`src/rtl/lwx_pkg.sv`:
```
package lwx_pkg;

   // cycle type codes carried in map bits 3:1
   typedef enum logic [2:0] {
      CYC_NONE    = 3'b000,
      CYC_IO      = 3'b001,
      CYC_MEM     = 3'b011,
      CYC_CFG     = 3'b101,
      CYC_MEMMULT = 3'b111
   } cyc_t;

   localparam int REG_W = 32;

   typedef struct packed {
      logic        hit;
      logic [31:0] addr;
      logic [2:0]  ctype;
      logic        pref;
   } xl_res_t;

endpackage

```
`src/rtl/lwx_window.sv`:
```
module lwx_window
   import lwx_pkg::*;
#(
   parameter int ADDR_W    = 32,
   parameter int MIN_SHIFT = 20,
   parameter bit IO_ONLY   = 1'b0
) (
   input  logic              clk,
   input  logic              rst_n,
   input  logic              base_we,
   input  logic              map_we,
   input  logic [REG_W-1:0]  wdata,
   input  logic [ADDR_W-1:0] look_addr,
   output xl_res_t           res
);

   localparam int MAX_CODE = ADDR_W - 1 - MIN_SHIFT;
   localparam int SH_W     = $clog2(ADDR_W) + 1;

   logic [REG_W-1:0]  base_q, map_q;
   logic [3:0]        code_eff;
   logic [SH_W-1:0]   shamt;
   logic [ADDR_W-1:0] keep_mask, base_addr, map_addr, xaddr;
   logic [2:0]        ctype;

   always_ff @(posedge clk) begin
      if (!rst_n) begin
         base_q <= '0;
         map_q  <= '0;
      end else begin
         if (base_we) base_q <= wdata;
         if (map_we)  map_q  <= wdata;
      end
   end

   always_comb begin
      code_eff  = (int'(base_q[7:4]) > MAX_CODE) ? 4'(MAX_CODE) : base_q[7:4];
      shamt     = SH_W'(MIN_SHIFT) + SH_W'(code_eff);
      keep_mask = ~({ADDR_W{1'b1}} << shamt);
      base_addr = base_q[ADDR_W-1:0] & ({ADDR_W{1'b1}} << MIN_SHIFT);
      map_addr  = {map_q[31:16], 16'h0000};
   end

   generate
      if (IO_ONLY) begin : g_io
         assign ctype = CYC_IO;
      end else begin : g_any
         assign ctype = map_q[3:1];
      end
   endgenerate

   always_comb begin
      xaddr = (map_addr & ~keep_mask) | (look_addr & keep_mask);
      if (ctype == CYC_CFG && !map_q[0]) xaddr[1:0] = 2'b00;
      res.hit   = base_q[0] && ((look_addr & ~keep_mask) == (base_addr & ~keep_mask));
      res.addr  = xaddr;
      res.ctype = ctype;
      res.pref  = base_q[1];
   end

endmodule

```
`src/rtl/lwx_prio_sel.sv`:
```
module lwx_prio_sel #(
   parameter int NUM_WIN = 3,
   parameter int SEL_W   = 2
) (
   input  logic [NUM_WIN-1:0] hit_vec,
   output logic               any_hit,
   output logic [SEL_W-1:0]   win_idx
);

   always_comb begin
      any_hit = 1'b0;
      win_idx = '0;
      for (int i = NUM_WIN - 1; i >= 0; i--) begin
         if (hit_vec[i]) begin
            any_hit = 1'b1;
            win_idx = SEL_W'(i);
         end
      end
   end

endmodule

```
`src/rtl/lwx_out_stage.sv`:
```
module lwx_out_stage
   import lwx_pkg::*;
#(
   parameter int SEL_W = 2
) (
   input  logic             clk,
   input  logic             rst_n,
   input  logic             take,
   input  xl_res_t          nxt_res,
   input  logic [SEL_W-1:0] nxt_win,
   input  logic             out_ready,
   output logic             out_valid,
   output xl_res_t          cur_res,
   output logic [SEL_W-1:0] cur_win
);

   always_ff @(posedge clk) begin
      if (!rst_n) begin
         out_valid <= 1'b0;
         cur_res   <= '0;
         cur_win   <= '0;
      end else if (take) begin
         out_valid <= 1'b1;
         cur_res   <= nxt_res;
         cur_win   <= nxt_win;
      end else if (out_ready) begin
         out_valid <= 1'b0;
      end
   end

endmodule

```
`src/rtl/lbus_win_xlate.sv`:
```
module lbus_win_xlate
   import lwx_pkg::*;
#(
   parameter int ADDR_W    = 32,
   parameter int NUM_WIN   = 3,
   parameter int IO_WIN    = 2,
   parameter int MIN_SHIFT = 20,
   localparam int SEL_W    = (NUM_WIN > 1) ? $clog2(NUM_WIN) : 1
) (
   input  logic              clk,
   input  logic              rst_n,
   input  logic              cfg_we,
   input  logic [SEL_W-1:0]  cfg_sel,
   input  logic              cfg_map,
   input  logic [REG_W-1:0]  cfg_wdata,
   input  logic              in_valid,
   output logic              in_ready,
   input  logic [ADDR_W-1:0] in_addr,
   output logic              out_valid,
   input  logic              out_ready,
   output logic [ADDR_W-1:0] out_addr,
   output logic [2:0]        out_type,
   output logic              out_miss,
   output logic              out_pref,
   output logic [SEL_W-1:0]  out_win
);

   generate
      if (ADDR_W != 32) begin : g_bad_aw
         $error("lbus_win_xlate: map layout needs ADDR_W == 32");
      end
      if (NUM_WIN < 1 || NUM_WIN > 4) begin : g_bad_nw
         $error("lbus_win_xlate: NUM_WIN must be 1..4");
      end
      if (MIN_SHIFT < 16 || MIN_SHIFT > ADDR_W - 1) begin : g_bad_ms
         $error("lbus_win_xlate: MIN_SHIFT out of range");
      end
   endgenerate

   xl_res_t              win_res [NUM_WIN];
   logic [NUM_WIN-1:0]   hit_vec;
   logic                 any_hit;
   logic [SEL_W-1:0]     win_idx;
   xl_res_t              sel_res, cur_res;
   logic                 take;

   genvar gi;
   generate
      for (gi = 0; gi < NUM_WIN; gi++) begin : g_win
         lwx_window #(
            .ADDR_W   (ADDR_W),
            .MIN_SHIFT(MIN_SHIFT),
            .IO_ONLY  (gi == IO_WIN)
         ) u_win (
            .clk      (clk),
            .rst_n    (rst_n),
            .base_we  (cfg_we && !cfg_map && cfg_sel == SEL_W'(gi)),
            .map_we   (cfg_we &&  cfg_map && cfg_sel == SEL_W'(gi)),
            .wdata    (cfg_wdata),
            .look_addr(in_addr),
            .res      (win_res[gi])
         );
         assign hit_vec[gi] = win_res[gi].hit;
      end
   endgenerate

   lwx_prio_sel #(.NUM_WIN(NUM_WIN), .SEL_W(SEL_W)) u_prio (
      .hit_vec(hit_vec),
      .any_hit(any_hit),
      .win_idx(win_idx)
   );

   always_comb begin
      sel_res = '0;
      for (int i = 0; i < NUM_WIN; i++) begin
         if (any_hit && win_idx == SEL_W'(i)) sel_res = win_res[i];
      end
   end

   assign in_ready = !out_valid || out_ready;
   assign take     = in_valid && in_ready;

   lwx_out_stage #(.SEL_W(SEL_W)) u_out (
      .clk      (clk),
      .rst_n    (rst_n),
      .take     (take),
      .nxt_res  (sel_res),
      .nxt_win  (any_hit ? win_idx : '0),
      .out_ready(out_ready),
      .out_valid(out_valid),
      .cur_res  (cur_res),
      .cur_win  (out_win)
   );

   assign out_addr = cur_res.addr;
   assign out_type = cur_res.ctype;
   assign out_pref = cur_res.pref;
   assign out_miss = !cur_res.hit;

endmodule

```
`config.mk`:
```
export PLATFORM = sky130hd
export DESIGN_NAME = lbus_win_xlate
export DESIGN_NICKNAME = d
export VERILOG_FILES = /design/src/rtl/lwx_pkg.sv /design/src/rtl/lwx_window.sv /design/src/rtl/lwx_prio_sel.sv /design/src/rtl/lwx_out_stage.sv /design/src/rtl/lbus_win_xlate.sv
export SDC_FILE = /design/constraint.sdc
export NUM_CORES = 1
export LEC_CHECK = 0
export ABC_AREA = 0
export BUFFER_PORTS_ARGS = -buffer_cell sky130_fd_sc_hd__buf_2
export CAP_MARGIN = 20
export CORE_MARGIN = 2
export CORE_UTILIZATION = 60
export CTS_CLUSTER_DIAMETER = 100
export DETAILED_ROUTE_END_ITERATION = 8
export PLACE_DENSITY = 0.83
export SLEW_MARGIN = 20
export SYNTH_ARGS = -nofsm -noshare
export SYNTH_HDL_FRONTEND = slang
export SYNTH_SLANG_ARGS = --single-unit
export TNS_END_PERCENT = 5
```
`constraint.sdc`:
```
create_clock -name clk -period 4.98 [get_ports clk]
set_input_delay 1.494 -clock clk [delete_from_list [all_inputs] [get_ports clk]]
set_output_delay 1.494 -clock clk [all_outputs]
set_load 0.01 [all_outputs]
```
[After elaboration in Yosys (flattened, before gate mapping)]
Index checks and enable logic that the tools add are counted.
Cells by class
  $add $sub $neg: 3
  order comparisons: 3
  eq/ne operators: 9
  shift operators: 3
  muxes and demuxes: 17
  bitwise operators: 21
  reductions and logical operators: 26
Operators by type and width (number)
  $and A32 B32 Y32: 12
  $not A32 Y32: 6
  $mux W37: 3
  $eq A32 B32 Y1: 3
  $or A32 B32 Y32: 3
  $shl A32 B6 Y32 const A: 3
  $add A5 B4 Y6 const A: 3
  $logic_and A1 B1 Y1: 17
  $gt A4 B4 Y1 const B: 3
  $mux W2: 6
  $mux W4: 3
  $eq A3 B3 Y1 const B: 2
  $logic_not A1 Y1: 5
  $mux W1: 5
  $eq A2 B1 Y1 const B: 2
  $eq A2 B2 Y1 const B: 2
  $logic_not A2 Y1: 2
  $reduce_bool A2 Y1: 1
  $logic_or A1 B1 Y1: 1
Storage, ports and cells
  bits in registers: 232
  output and inout bits: 41
  logic and storage cells: 94

[Depth between registers and ports, before layout]
Gate-level depths: netlist of the first run.
  depth in word-level cells: 17
  gate-level depth with buffers: 9
  depth with buffers taken out: 6

[By module]
From an unflattened synthesis of the first run, not the netlist that was laid out.
Second synthesis, totals
  cells, all modules: 860
  area total of the unflattened synthesis: 8155.3 sq um
Modules (own cells, without submodules)
  lwx_window at g_win[0].u_win ...: instances 2, cells each 185, area an instance 1816.7 sq um
  lwx_window at g_win[2].u_win: instances 1, cells each 175, area an instance 1655.3 sq um
  lwx_out_stage: instances 1, cells each 129, area an instance 1555.2 sq um
  lbus_win_xlate: instances 1, cells each 183, area an instance 1291.2 sq um
  lwx_prio_sel: instances 1, cells each 3, area an instance 20.0 sq um

[Worst setup path before layout of the first run]
No wires, ideal clock.
  path type: in2reg
  from: input in_addr[24]
  to: register u_out.cur_res[14] (netlist name)
  data arrival time: 3.206 ns
  path slack: 1.715 ns
  cell stages on the path: 9
  cell sequence: clkbuf_1 -> xor2_1 -> a32oi_1 -> nand3_2 -> or3_1 -> buf_6 -> a31oi_4 -> buf_6 -> a22o_1
Between the ends
  word-level cells in the longest chain between the ends: 11
  elaborated cells between the ends (all ways): 24
Ends and longest elaborated chain
  start, declared: line lbus_win_xlate.sv:18  | input logic [ADDR_W-1:0] in_addr,
  $and A32 B32 Y32: line lwx_window.sv:55  | res.hit = base_q[0] && ((look_addr & ~keep_mask) == (base_addr & ~keep_mask));
  $eq A32 B32 Y1: line lwx_window.sv:55
  $logic_and A1 B1 Y1: line lwx_window.sv:55
  $mux W2 (3 in a row): line lwx_prio_sel.sv:14  | if (hit_vec[i]) begin
  $logic_not A2 Y1: line lbus_win_xlate.sv:76  | if (any_hit && win_idx == SEL_W'(i)) sel_res = win_res[i];
  $logic_and A1 B1 Y1: line lbus_win_xlate.sv:76
  $mux W37 (2 in a row): line lbus_win_xlate.sv:76
  $mux W37 (*): line lbus_win_xlate.sv:76
Mark *: on every way between the ends. The rest lies on a longest branch, timed or not.
A chain may end at the register's enable or synchronous reset.

[Worst setup path after layout of the first run]
  from: input in_addr[20]
  to: register u_out.cur_res[17] (netlist name)
Between the ends
  word-level cells in the longest chain between the ends: 11
  elaborated cells between the ends (all ways): 24
Ends and longest elaborated chain (line)
  $and A32 B32 Y32: lwx_window.sv:55
  $eq A32 B32 Y1: lwx_window.sv:55
  $logic_and A1 B1 Y1: lwx_window.sv:55
  $mux W2 (3 in a row): lwx_prio_sel.sv:14
  $logic_not A2 Y1: lbus_win_xlate.sv:76
  $logic_and A1 B1 Y1: lbus_win_xlate.sv:76
  $mux W37 (2 in a row): lbus_win_xlate.sv:76
  $mux W37 (*): lbus_win_xlate.sv:76
Marked as above.

==> out/results.ini, run 1 <==
[outcome]
status = completed

[setup_path]
critPathMaxStageDelay_ns = 0.73
worstPathArrival_ns = 3.95
slowest_stage = or3_1
crit_chain = buf_2, xor2_1, a211oi_1, nand3_2, or3_1, a31oi_4, a22o_1
start_kind = input port
critPathKind = in -> reg
r2r_slack_ns = 1.97
r2r_cells = 6
worstPathMaxFanout = 18
worst_setup_path_end_kind = flip-flop
cp.required_ns = 5.46

[final_layout]
syn_to_final_growth_pct = 11.8
layout.nets = 928
fin_cells = 1009
drive_above_1_share_pct = 19.7
diodes = 0
design_area_um2 = 7440

[sta]
clock_skew_ns = 0.00797
fmax_mhz = 288
rsz0062_at_grt = false
slew_headroom_pct = 28.2
hold_viol = 0
finalSetupTns_ns = 0
period_minus_slack_ns = 3.47
setup_viol = 0
maxSlewViolCount = 0
worstMarginPinSlew_ns = 1.07
min_period_over_period_pct = 69.7

[route]
drt_pass1_iterations = 6
routed_wl_um = 19500
wl_met1_um = 7650
drt_iter0_markers = 701
drt-wirelength-per-cell_um = 19.4
final_antenna_net_count = 0
top_layer = met4
met2_length_um = 8620
route.detailed.drc = 0
viasPerCell = 6.11
vias = 6164
wl_met3_um = 2530

[pwr]
power_switching_mw = 0.630
p_sw_share_pct = 24.0
pwr-share-comb_pct = 7.9
p_clk_share_pct = 48.5
p_leak_nw = 2.79
ir_drop_uv = 261
power.internal_mw = 2.00
total_power_mw = 2.63
p_per_area_nw_per_um2 = 353
seq_power_share_pct = 43.6

[logic_synthesis]
ys_warn_count = 0
synth.distinct_cells = 58
synth_area_um2 = 6660
synth_most_common_cell = nand2_1
avgSynthCellArea_um2 = 8.04
synth-seq-cells = 138
synth_area_leaders = dfxtp_1 42%, nand2_1 12%, a21oi_1 8.6%
ys_seq_area_share_pct = 41.5
synth_edf_count = 0
syn_inst = 828
async_reset_ff_share_pct = 0
yosysTopAreaCellShare_pct = 41.5
ys_top_cells_by_count = 216 x nand2_1, 138 x dfxtp_1, 115 x a21oi_1
ys.flop_type = dfxtp_1
synth.net_count = 900
yosysTopAreaCell = dfxtp_1

[clock_network]
clock_latency_ns = 0.54
cts_resized = 0
clock_tree.root_cell = clkbuf_8
numClockSinks = 138
cts_hold_buffers = 0
cts_tree = built
cts-htree-levels = 4
clk_pin_slew_ns = 0.06
post_cts_buffers = 0
cts_buffers = 17
clk_path_buf_depth = 2

[global_routing]
grt_max_degree = 67
grt_overflow_total = 0
grt_first_pass_wirelength_um = 29900
grt_pass1_vias = 5592
track_usage_pct = 33.7
antenna_found_initial = 0

[floorplanning]
dieArea_um2 = 12000
coreArea_um2 = 10800
die_x_um = 109
start_util_pct = 61.4
ioPinCount = 113
fp.dieH_um = 109
rows = 38

[place]
place_area_um2 = 6830
dpl.hpwl_um = 13400
dp_cells = 976
io_buffers = 100
gp_congestion = 0.966

[run]
max_cap_violations = 0

[worst_hold_path]
hp-class = reg -> reg
hold_path_depth = 2

==> metrics by stage <==
| step | setup WS (ns) | util (%) | hold WS [ns] |
|---|---|---|---|
| 2_1_floorplan | 1.71 | - | 0.432 |
| 3_3_place_gp | 1.11 | 63.0 | 0.438 |
| 3_5_place_dp | 1.00 | 63.0 | 0.447 |
| 4_1_cts | 1.55 | 68.6 | 0.455 |
| 5_1_grt | 1.42 | 68.7 | 0.475 |
| 6_report | 1.51 | 68.7 | 0.456 |
==> placed cells by master (no fill, tap or decap), drive strengths merged, types with 2 or more instances in the layout <==
master    synthesis  routed
a211oi            4       4
a21o              2       2
a21oi           115     115
a22o             18      18
a311oi            5       5
a31oi             7       7
a32oi             2       2
a41oi             2       2
and2              4       4
buf              54     109
bufinv            0       3
clkbuf           46      21
clkinv            0       4
clkinvlp          0       4
dfxtp           138     138
inv               9       9
mux2             20      20
mux2i            15      15
nand2           216     216
nand2b            4       4
nand3            14      14
nand4            10      10
nor2             17      17
nor2b             3       3
nor3             11      11
nor4              5       5
o211ai           11      11
o21ai            27      27
o22ai             9       9
o311ai            2       2
o41ai             2       2
or3               3       3
or4bb             2       2
xnor2            19      19
xor2             17      17
==> power by group through the flow <==
stage / logic (mW) / registers [mW] / clock network (mW)
after floorplan: 0.131 / 1.16 / 0
after global placement: 0.195 / 1.17 / 0
after detailed placement: 0.200 / 1.17 / 0
after CTS: 0.202 / 1.14 / 1.28
after global routing: 0.224 / 1.15 / 1.32
final: 0.207 / 1.15 / 1.27
==> path summary, 6_finish.rpt <==
path | start | to
hold reg to reg | g_win[0].u_win.base_q[0] | g_win[0].u_win.base_q[0]
setup / recovery | in_addr[20] | u_out.cur_res[17]
hold / removal | g_win[0].u_win.base_q[0] | g_win[0].u_win.base_q[0]
setup reg to reg | g_win[0].u_win.base_q[5] | u_out.cur_res[27]
==> critical path: cells and delay by family <==
kind                   cells  cell delay, ns
XOR/XNOR                   1            0.17
AND/OR/NAND/NOR            2            0.98
buffers and inverters      1            0.19
AO/OA/AOI/OAI              3            1.10
==> logic make-up after synthesis <==
kind of cell	Yosys count	synth area share (%)
AND/OR/NAND/NOR	292	18.6
AO/OA/AOI/OAI	218	20.4
flip-flops	138	41.5
buffers and inverters	109	9.02
XOR/XNOR	36	4.85
multiplexers	35	5.64
==> cell type report <==
class,instances,area (um2)
tap,140,175
clock inverter,11,144
clock buffer,21,459
sequential,138,2760
multi-input combinational,581,3300
timing repair buffer,109,568
fill,919,3400
inverter,9,33.8
==> layer usage <==
layer  vias up  GRT usage [%]
li1       2886              -
met1      2815           45.0
met2       405           51.5
met3        58           7.41
met4         0           16.6
met5         -              0
==> state kept, by name, summed over array words and instances (netlist names) <==
register and cells:
g_win.u_win.base_q 54, g_win.u_win.map_q 44, u_out.cur_res 37, u_out.cur_win 2
u_out.out_valid 1
Note: power is estimated with default switching activity, not from simulation.
==> run 2, diff against run 1 <==
--- a/config.mk
+++ b/config.mk
@@ -5,14 +5,14 @@
 export SDC_FILE = /design/constraint.sdc
 export NUM_CORES = 1
 export LEC_CHECK = 0
-export ABC_AREA = 0
+export ABC_AREA = 1
 export BUFFER_PORTS_ARGS = -buffer_cell sky130_fd_sc_hd__buf_2
 export CAP_MARGIN = 20
 export CORE_MARGIN = 2
-export CORE_UTILIZATION = 60
+export CORE_UTILIZATION = 57
 export CTS_CLUSTER_DIAMETER = 100
 export DETAILED_ROUTE_END_ITERATION = 8
-export PLACE_DENSITY = 0.83
+export PLACE_DENSITY = 0.79
 export SLEW_MARGIN = 20
 export SYNTH_ARGS = -nofsm -noshare
 export SYNTH_HDL_FRONTEND = slang
==> constraint.sdc (replaced) <==
create_clock -name clk -period 3.4 [get_ports clk]
set_input_delay 1.02 -clock clk [delete_from_list [all_inputs] [get_ports clk]]
set_output_delay 1.02 -clock clk [all_outputs]
set_load 0.01 [all_outputs]
==> run 2 against run 1 <==
Compared with the run above:
- clock power grew 62%
- worst hold slack worse by 0.0052 ns
- global-route usage is 2.9 points lower
==> out/results.ini, run 2 <==
[setup_path]
crit_top_cell = nor2_1
critPathMaxStageDelay_ns = 0.24  ; was 0.73 ns
critPathKind = in -> reg  ; unchanged
cp.required_ns = 3.76  ; was 5.46 ns
slowest_stage = nand2_2  ; was or3_1
worst_setup_path_end_kind = flip-flop  ; unchanged
start_kind = input port  ; unchanged
worstPathArrival_ns = 2.99  ; was 3.95 ns
r2r_cells = 13  ; was 6
crit_chain = buf_2, inv_1, nand2_1, nand3_1, nor2_1, nand3_1, nor2_1, nand2_2, nand3_4, nand2_1, buf_4, a21oi_1, nor2_1, nor2_1  ; was buf_2, xor2_1, a211oi_1, nand3_2, or3_1, a31oi_4, a22o_1
worstPathMaxFanout = 10  ; was 18
r2r_end = u_out.cur_res[25]  ; was u_out.cur_res[27]
setup.worst_path.end = u_out.cur_res[25]  ; was u_out.cur_res[17]
rr_startpoint = g_win[0].u_win.base_q[7]  ; was g_win[0].u_win.base_q[5]
cp-startpoint = in_addr[31]  ; was in_addr[20]
cp.depth = 14  ; was 7
critPathTopFamily = simple AND/OR/NAND/NOR gates  ; was compound AO/OA/AOI/OAI gates
crit_buf_inv = 3  ; was 1
r2r_slack_ns = 0.81  ; was 1.97 ns

[route]
viasPerCell = 5.49  ; was 6.11
drt-wirelength-per-cell_um = 16.0  ; was 19.4 um
drt_pass1_iterations = 5  ; was 6
route.detailed.drc = 0  ; unchanged
final_antenna_net_count = 0  ; unchanged
vias = 6781  ; was 6164
drt_iter0_markers = 622  ; was 701
routed_wl_um = 19800  ; was 19500 um

[clock_network]
cts_tree = built  ; unchanged
clk_path_buf_depth = 2  ; unchanged
numClockSinks = 138  ; unchanged
cts_hold_buffers = 0  ; unchanged
cts_resized = 0  ; unchanged
cts-htree-levels = 4  ; unchanged
post_cts_buffers = 0  ; unchanged
clk_pin_slew_ns = 0.06  ; about the same
cts_buffers = 17  ; unchanged
clock_latency_ns = 0.43  ; was 0.54 ns
clock_tree.root_cell = clkbuf_16  ; was clkbuf_8

[sta]
period_minus_slack_ns = 2.63
maxSlewViolCount = 0  ; unchanged
worstMarginPinSlew_ns = 0.620  ; was 1.07 ns
clock_skew_ns = 0.00542  ; was 0.00797 ns
slew_headroom_pct = 58.6  ; was 28.2%
hold_ws_ns = 0.451  ; was 0.456 ns
rsz0062_at_grt = false  ; unchanged
setup_viol = 0  ; unchanged
setup_ws_ns = 0.774  ; was 1.51 ns
fmax_mhz = 381
min_period_over_period_pct = 77.2
hold_viol = 0  ; unchanged
finalSetupTns_ns = 0  ; unchanged

[pwr]
p_leak_nw = 3.47  ; was 2.79 nW
ir_drop_uv = 254  ; was 261 uV
p_per_area_nw_per_um2 = 522  ; was 353 nW/um2

[logic_synthesis]
synth.net_count = 1099  ; was 900
synth-seq-cells = 138  ; unchanged
synth.distinct_cells = 35  ; was 58
async_reset_ff_share_pct = 0  ; unchanged
avgSynthCellArea_um2 = 6.78  ; was 8.04 um2
yosysTopAreaCellShare_pct = 39.6  ; was 41.5%
ys_seq_area_share_pct = 39.6  ; was 41.5%
syn_inst = 1027  ; was 828
ys.flop_type = dfxtp_1  ; unchanged
synth_edf_count = 0  ; unchanged
ys_warn_count = 0  ; unchanged
yosysTopAreaCell = dfxtp_1  ; unchanged
synth_area_um2 = 6970  ; was 6660 um2
ys_top_cells_by_count = 223 x nand2_1, 196 x nor2_1, 138 x dfxtp_1  ; was 216 x nand2_1, 138 x dfxtp_1, 115 x a21oi_1
synth_area_leaders = dfxtp_1 40%, nand2_1 12%, nor2_1 11%  ; was dfxtp_1 42%, nand2_1 12%, a21oi_1 8.6%
synth_most_common_cell = nand2_1  ; unchanged

[final_layout]
reg.largest.list = g_win.u_win.base_q x54, g_win.u_win.map_q x44, u_out.cur_res x37  ; unchanged
syn_to_final_growth_pct = 13.5  ; was 11.8%
drive_above_1_share_pct = 17.6  ; was 19.7%
fillers = 1075  ; was 919
layout.nets = 1147  ; was 928
layout_commonest_cell = nand2_1  ; unchanged
final_cell_mix = 223 x nand2_1, 196 x nor2_1, 138 x dfxtp_1  ; was 216 x nand2_1, 138 x dfxtp_1, 115 x a21oi_1
final_core_utilization_pct = 66.1  ; was 68.7%
top_register = g_win.u_win.base_q  ; unchanged
diodes = 0  ; unchanged
largest_reg_flops = 54  ; unchanged

[floorplanning]
dieArea_um2 = 13100  ; was 12000 um2
start_util_pct = 58.3  ; was 61.4%
die_x_um = 115  ; was 109 um
fp.dieH_um = 115  ; was 109 um
rows = 40  ; was 38
ioPinCount = 113  ; unchanged
coreArea_um2 = 12000  ; was 10800 um2

[outcome]
status = completed  ; unchanged

[global_routing]
grt_pass1_vias = 5939  ; was 5592
grt_first_pass_wirelength_um = 31000  ; was 29900 um
grt_max_degree = 108  ; was 67
grt_overflow_total = 0  ; unchanged
antenna_found_initial = 0  ; unchanged
track_usage_pct = 30.8  ; was 33.7%

[place]
gp_congestion = 0.986  ; was 0.966
dpl.hpwl_um = 13600  ; was 13400 um
dp_worst_setup_slack_ns = 0.381  ; was 1.00 ns
io_buffers = 100  ; unchanged

[worst_hold_path]
hp-class = reg -> reg  ; unchanged

[run]
max_cap_violations = 0  ; unchanged

-- run 2: through the flow --
stage / total power, mW / instance area (um2) / cells
after floorplan: 1.95 / 6970 / 1027
after global placement: 2.08 / 7250 / 1203
after detailed placement: 2.09 / 7250 / 1203
after CTS: 4.13 / 7910 / 1235
after global routing: 4.25 / 7910 / 1235
final: 4.13 / 7910 / 1235
-- run 2: how the worst min path moves through the flow --
| stage | startpoint | endpoint | slack, ns | cells after the start |
|---|---|---|---|---|
| floorplan | g_win[0].u_win.map_q[27] | g_win[0].u_win.map_q[27] | 0.42 | 2 |
| global route | u_out.cur_res[6] | u_out.cur_res[6] | 0.48 | 2 |
| CTS | g_win[2].u_win.map_q[22] | g_win[2].u_win.map_q[22] | 0.45 | 2 |
| finish | g_win[2].u_win.map_q[22] | g_win[2].u_win.map_q[22] | 0.45 | 2 |
| global placement | g_win[0].u_win.map_q[26] | g_win[0].u_win.map_q[26] | 0.43 | 2 |
| detailed placement | g_win[0].u_win.map_q[27] | g_win[0].u_win.map_q[27] | 0.44 | 2 |
-- run 2: metal layers --
metal / global-route usage, % / part of all wire (%) / vias to the layer above
met2: 47.0 / 44 / 307
met3: 7.52 / 9.3 / 49
met1: 41.7 / 43 / 3076
li1: - / - / 3349
met4: 12.8 / 3.5 / 0
met5: 0 / 0 / -
-- run 2: cell type report --
type | instances | area (um2) | share of cell area [%]
Clock buffer | 21 | 470 | 5.95
Clock inverter | 11 | 191 | 2.42
Inverter | 74 | 280 | 3.54
Multi-Input combinational cell | 730 | 3400 | 43.0
Sequential cell | 138 | 2760 | 34.9
Tap cell | 147 | 184 | 2.32
Timing Repair Buffer | 114 | 618 | 7.81
-- run 2: where the power goes --
group | switching (mW) | internal [mW] | leakage [nW]
clock network | 0.707 | 1.36 | 0.315
logic | 0.251 | 0.122 | 2.03
registers | 0.0291 | 1.66 | 1.12
total | 0.987 | 3.14 | 3.47
-- run 2: cells by family after synthesis --
kind of cell              Yosys count  share of synthesized area (%)
xor gates and xnor gates           16                           2.01
buffers and inverters             159                           11.5
AOI/OAI and AO/OA                 212                           16.0
muxes                               4                          0.646
DFF                               138                           39.6
and+or+nand+nor                   498                           30.2
-- run 2: worst reg2reg max path, stage by stage, from the launching register on --
cell	delay, ns
dfxtp_1	0.59
nand2_1	0.13
nand2_1	0.11
nand2_1	0.13
nand2_1	0.09
nand3_1	0.10
nor2_1	0.14
nand2_2	0.24
nand3_4	0.18
nand2_1	0.17
buf_4	0.23
a21oi_1	0.22
nor2_1	0.09
nor2_1	0.10
==> run 3, diff against run 2 <==
--- a/config.mk
+++ b/config.mk
@@ -9,10 +9,10 @@
 export BUFFER_PORTS_ARGS = -buffer_cell sky130_fd_sc_hd__buf_2
 export CAP_MARGIN = 20
 export CORE_MARGIN = 2
-export CORE_UTILIZATION = 57
+export CORE_UTILIZATION = 51
 export CTS_CLUSTER_DIAMETER = 100
 export DETAILED_ROUTE_END_ITERATION = 8
-export PLACE_DENSITY = 0.79
+export PLACE_DENSITY = 0.75
 export SLEW_MARGIN = 20
 export SYNTH_ARGS = -nofsm -noshare
 export SYNTH_HDL_FRONTEND = slang
==> constraint.sdc (replaced) <==
create_clock -name clk -period 2.4 [get_ports clk]
set_input_delay 0.72 -clock clk [delete_from_list [all_inputs] [get_ports clk]]
set_output_delay 0.72 -clock clk [all_outputs]
set_load 0.01 [all_outputs]
==> run 3 against run 2 <==
Compared with the run above:
- wire length decreased by 0.32%
- flip-flop and latch count unchanged
- clock power grew 29%
- highest routed layer unchanged
- register-to-register slack worse by 0.69 ns
- cell count up 4.7%
- power increased by 36%
- first-iteration DRC count shrank 16%
- combinational power up 49%
- cell area rose by 3.0%
- clock skew rose by 0.0037 ns
- critical path depth is 3 lower
- worst setup slack got worse by 0.65 ns
==> out/results.ini, run 3 (synthesis results as in run 2) <==
[route]
viasPerCell = 5.25  ; was 5.49
routed_wl_um = 19700  ; was 19800 um
vias = 6789  ; was 6781
final_antenna_net_count = 0  ; unchanged
wl_met1_um = 8970  ; was 8550 um
drt_iter0_markers = 523  ; was 622
wl_met3_um = 1480  ; was 1830 um
met2_length_um = 8790  ; was 8740 um
drt_pass1_iterations = 5  ; unchanged
route.detailed.drc = 0  ; unchanged
top_layer = met4  ; unchanged
drt-wirelength-per-cell_um = 15.3  ; was 16.0 um

[final_layout]
final_cell_mix = 223 x nand2_1, 196 x nor2_1, 136 x dfxtp_1  ; was 223 x nand2_1, 196 x nor2_1, 138 x dfxtp_1
multi_input_area_um2 = 3410  ; was 3400 um2
design_area_um2 = 8150  ; was 7910 um2
largest_reg_flops = 54  ; unchanged
fillers = 1252  ; was 1075
drive_above_1_share_pct = 20.2  ; was 17.6%
final_core_utilization_pct = 61.3  ; was 66.1%
top_register = g_win.u_win.base_q  ; unchanged
fin_cells = 1293  ; was 1235
syn_to_final_growth_pct = 16.9  ; was 13.5%
layout_commonest_cell = nand2_1  ; unchanged
diodes = 0  ; unchanged
regArea_um2 = 2770  ; was 2760 um2
reg.largest.list = g_win.u_win.base_q x54, g_win.u_win.map_q x44, u_out.cur_res x37  ; unchanged
layout.nets = 1177  ; was 1147

[place]
place_area_um2 = 7540  ; was 7250 um2
dp_cells = 1262  ; was 1203
gp_congestion = 0.952  ; was 0.986
io_buffers = 100  ; unchanged
dp_worst_setup_slack_ns = -0.0403  ; was 0.381 ns
dpl.hpwl_um = 14400  ; was 13600 um

[setup_path]
worstPathArrival_ns = 2.63  ; was 2.99 ns
critPathKind = reg -> reg  ; was in -> reg
worst_setup_path_end_kind = flip-flop  ; unchanged
worstPathMaxFanout = 19  ; was 10
cp.required_ns = 2.75  ; was 3.76 ns
start_kind = flip-flop  ; was input port

[sta]
setup_ws_ns = 0.122  ; was 0.774 ns
clock_skew_ns = 0.00908  ; was 0.00542 ns
rsz0062_at_grt = true  ; was false
fmax_mhz = 439
worstMarginPinSlew_ns = 0.592  ; was 0.620 ns
setup_viol = 0  ; unchanged
slew_headroom_pct = 60.5  ; was 58.6%
min_period_over_period_pct = 94.9
hold_viol = 0  ; unchanged
maxSlewViolCount = 0  ; unchanged
period_minus_slack_ns = 2.28

[floorplanning]
die_x_um = 121  ; was 115 um
rows = 42  ; was 40
ioPinCount = 113  ; unchanged
fp.dieH_um = 121  ; was 115 um
coreArea_um2 = 13300  ; was 12000 um2
start_util_pct = 52.4  ; was 58.3%
dieArea_um2 = 14600  ; was 13100 um2

[pwr]
ir_drop_uv = 468  ; was 254 uV
p_leak_nw = 3.60  ; was 3.47 nW
p_per_area_nw_per_um2 = 688  ; was 522 nW/um2

[outcome]
status = completed  ; unchanged

[clock_network]
clk_path_buf_depth = 2  ; unchanged
numClockSinks = 138  ; unchanged
clk_pin_slew_ns = 0.06  ; about the same
clock_latency_ns = 0.43  ; about the same
cts-htree-levels = 4  ; unchanged
clock_tree.root_cell = clkbuf_16  ; unchanged
cts_buffers = 17  ; unchanged
post_cts_buffers = 0  ; unchanged
cts_tree = built  ; unchanged

[global_routing]
grt_overflow_total = 0  ; unchanged
grt_first_pass_wirelength_um = 31700  ; was 31000 um
grt_pass1_vias = 6016  ; was 5939
grt_max_degree = 60  ; was 108
track_usage_pct = 28.2  ; was 30.8%
antenna_found_initial = 0  ; unchanged

[run]
max_cap_violations = 0  ; unchanged

[worst_hold_path]
hp-class = reg -> reg  ; unchanged

-- run 3: repair_timing --
item / 4_1_cts / 5_1_grt
gates resized for setup: 0 / 4
hold buffers: 0 / 0
setup endpoints to repair: 0 / 11
-- run 3: worst max-delay path, stage by stage (launching register included) --
cell     delay [ns]
dfxtp_1        0.47
inv_2          0.14
a21oi_1        0.34
nor2_1         0.08
nor2_1         0.21
nand2_1        0.09
nor2_2         0.13
nand3_4        0.11
buf_4          0.16
nand3_4        0.21
nand3_2        0.10
a21oi_2        0.15
-- run 3: area by class of cell --
type | instances | share of cell area, %
multi-input combinational | 730 | 41.9
tap | 176 | 2.70
clock inverter | 14 | 2.12
inverter | 74 | 3.44
sequential | 138 | 33.9
timing repair buffer | 144 | 10.7
clock buffer | 17 | 5.22
-- run 3: through the flow --
step                TNS (ns)  power, mW  hold slack (ns)
floorplan                  0       2.76            0.424
global placement      -0.259       2.98            0.435
detailed placement    -0.220       2.98            0.445
CTS                        0       5.61            0.453
global route        -0.00696       5.80            0.470
finish                     0       5.60            0.455
-- run 3: final timing paths --
kind | from | endpoint | slack, ns | cells after the start
setup / recovery | g_win[2].u_win.base_q[7] | u_out.cur_res[19] | 0.12 | 11
hold / removal | g_win[2].u_win.map_q[22] | g_win[2].u_win.map_q[22] | 0.46 | 2
setup reg to reg | g_win[2].u_win.base_q[7] | u_out.cur_res[19] | 0.12 | 11
hold reg to reg | g_win[2].u_win.map_q[22] | g_win[2].u_win.map_q[22] | 0.46 | 2
-- run 3: metal layers --
layer	global-route usage (%)	vias up
li1	-	3405
met1	39.6	3085
met2	43.0	261
met3	4.93	38
met4	10.9	0
met5	0	-
-- run 3: power by group --
part,switching [mW],internal [mW],total [mW]
Clock,1.02,1.63,2.65
Sequential,0.0393,2.35,2.39
Combinational,0.363,0.191,0.554
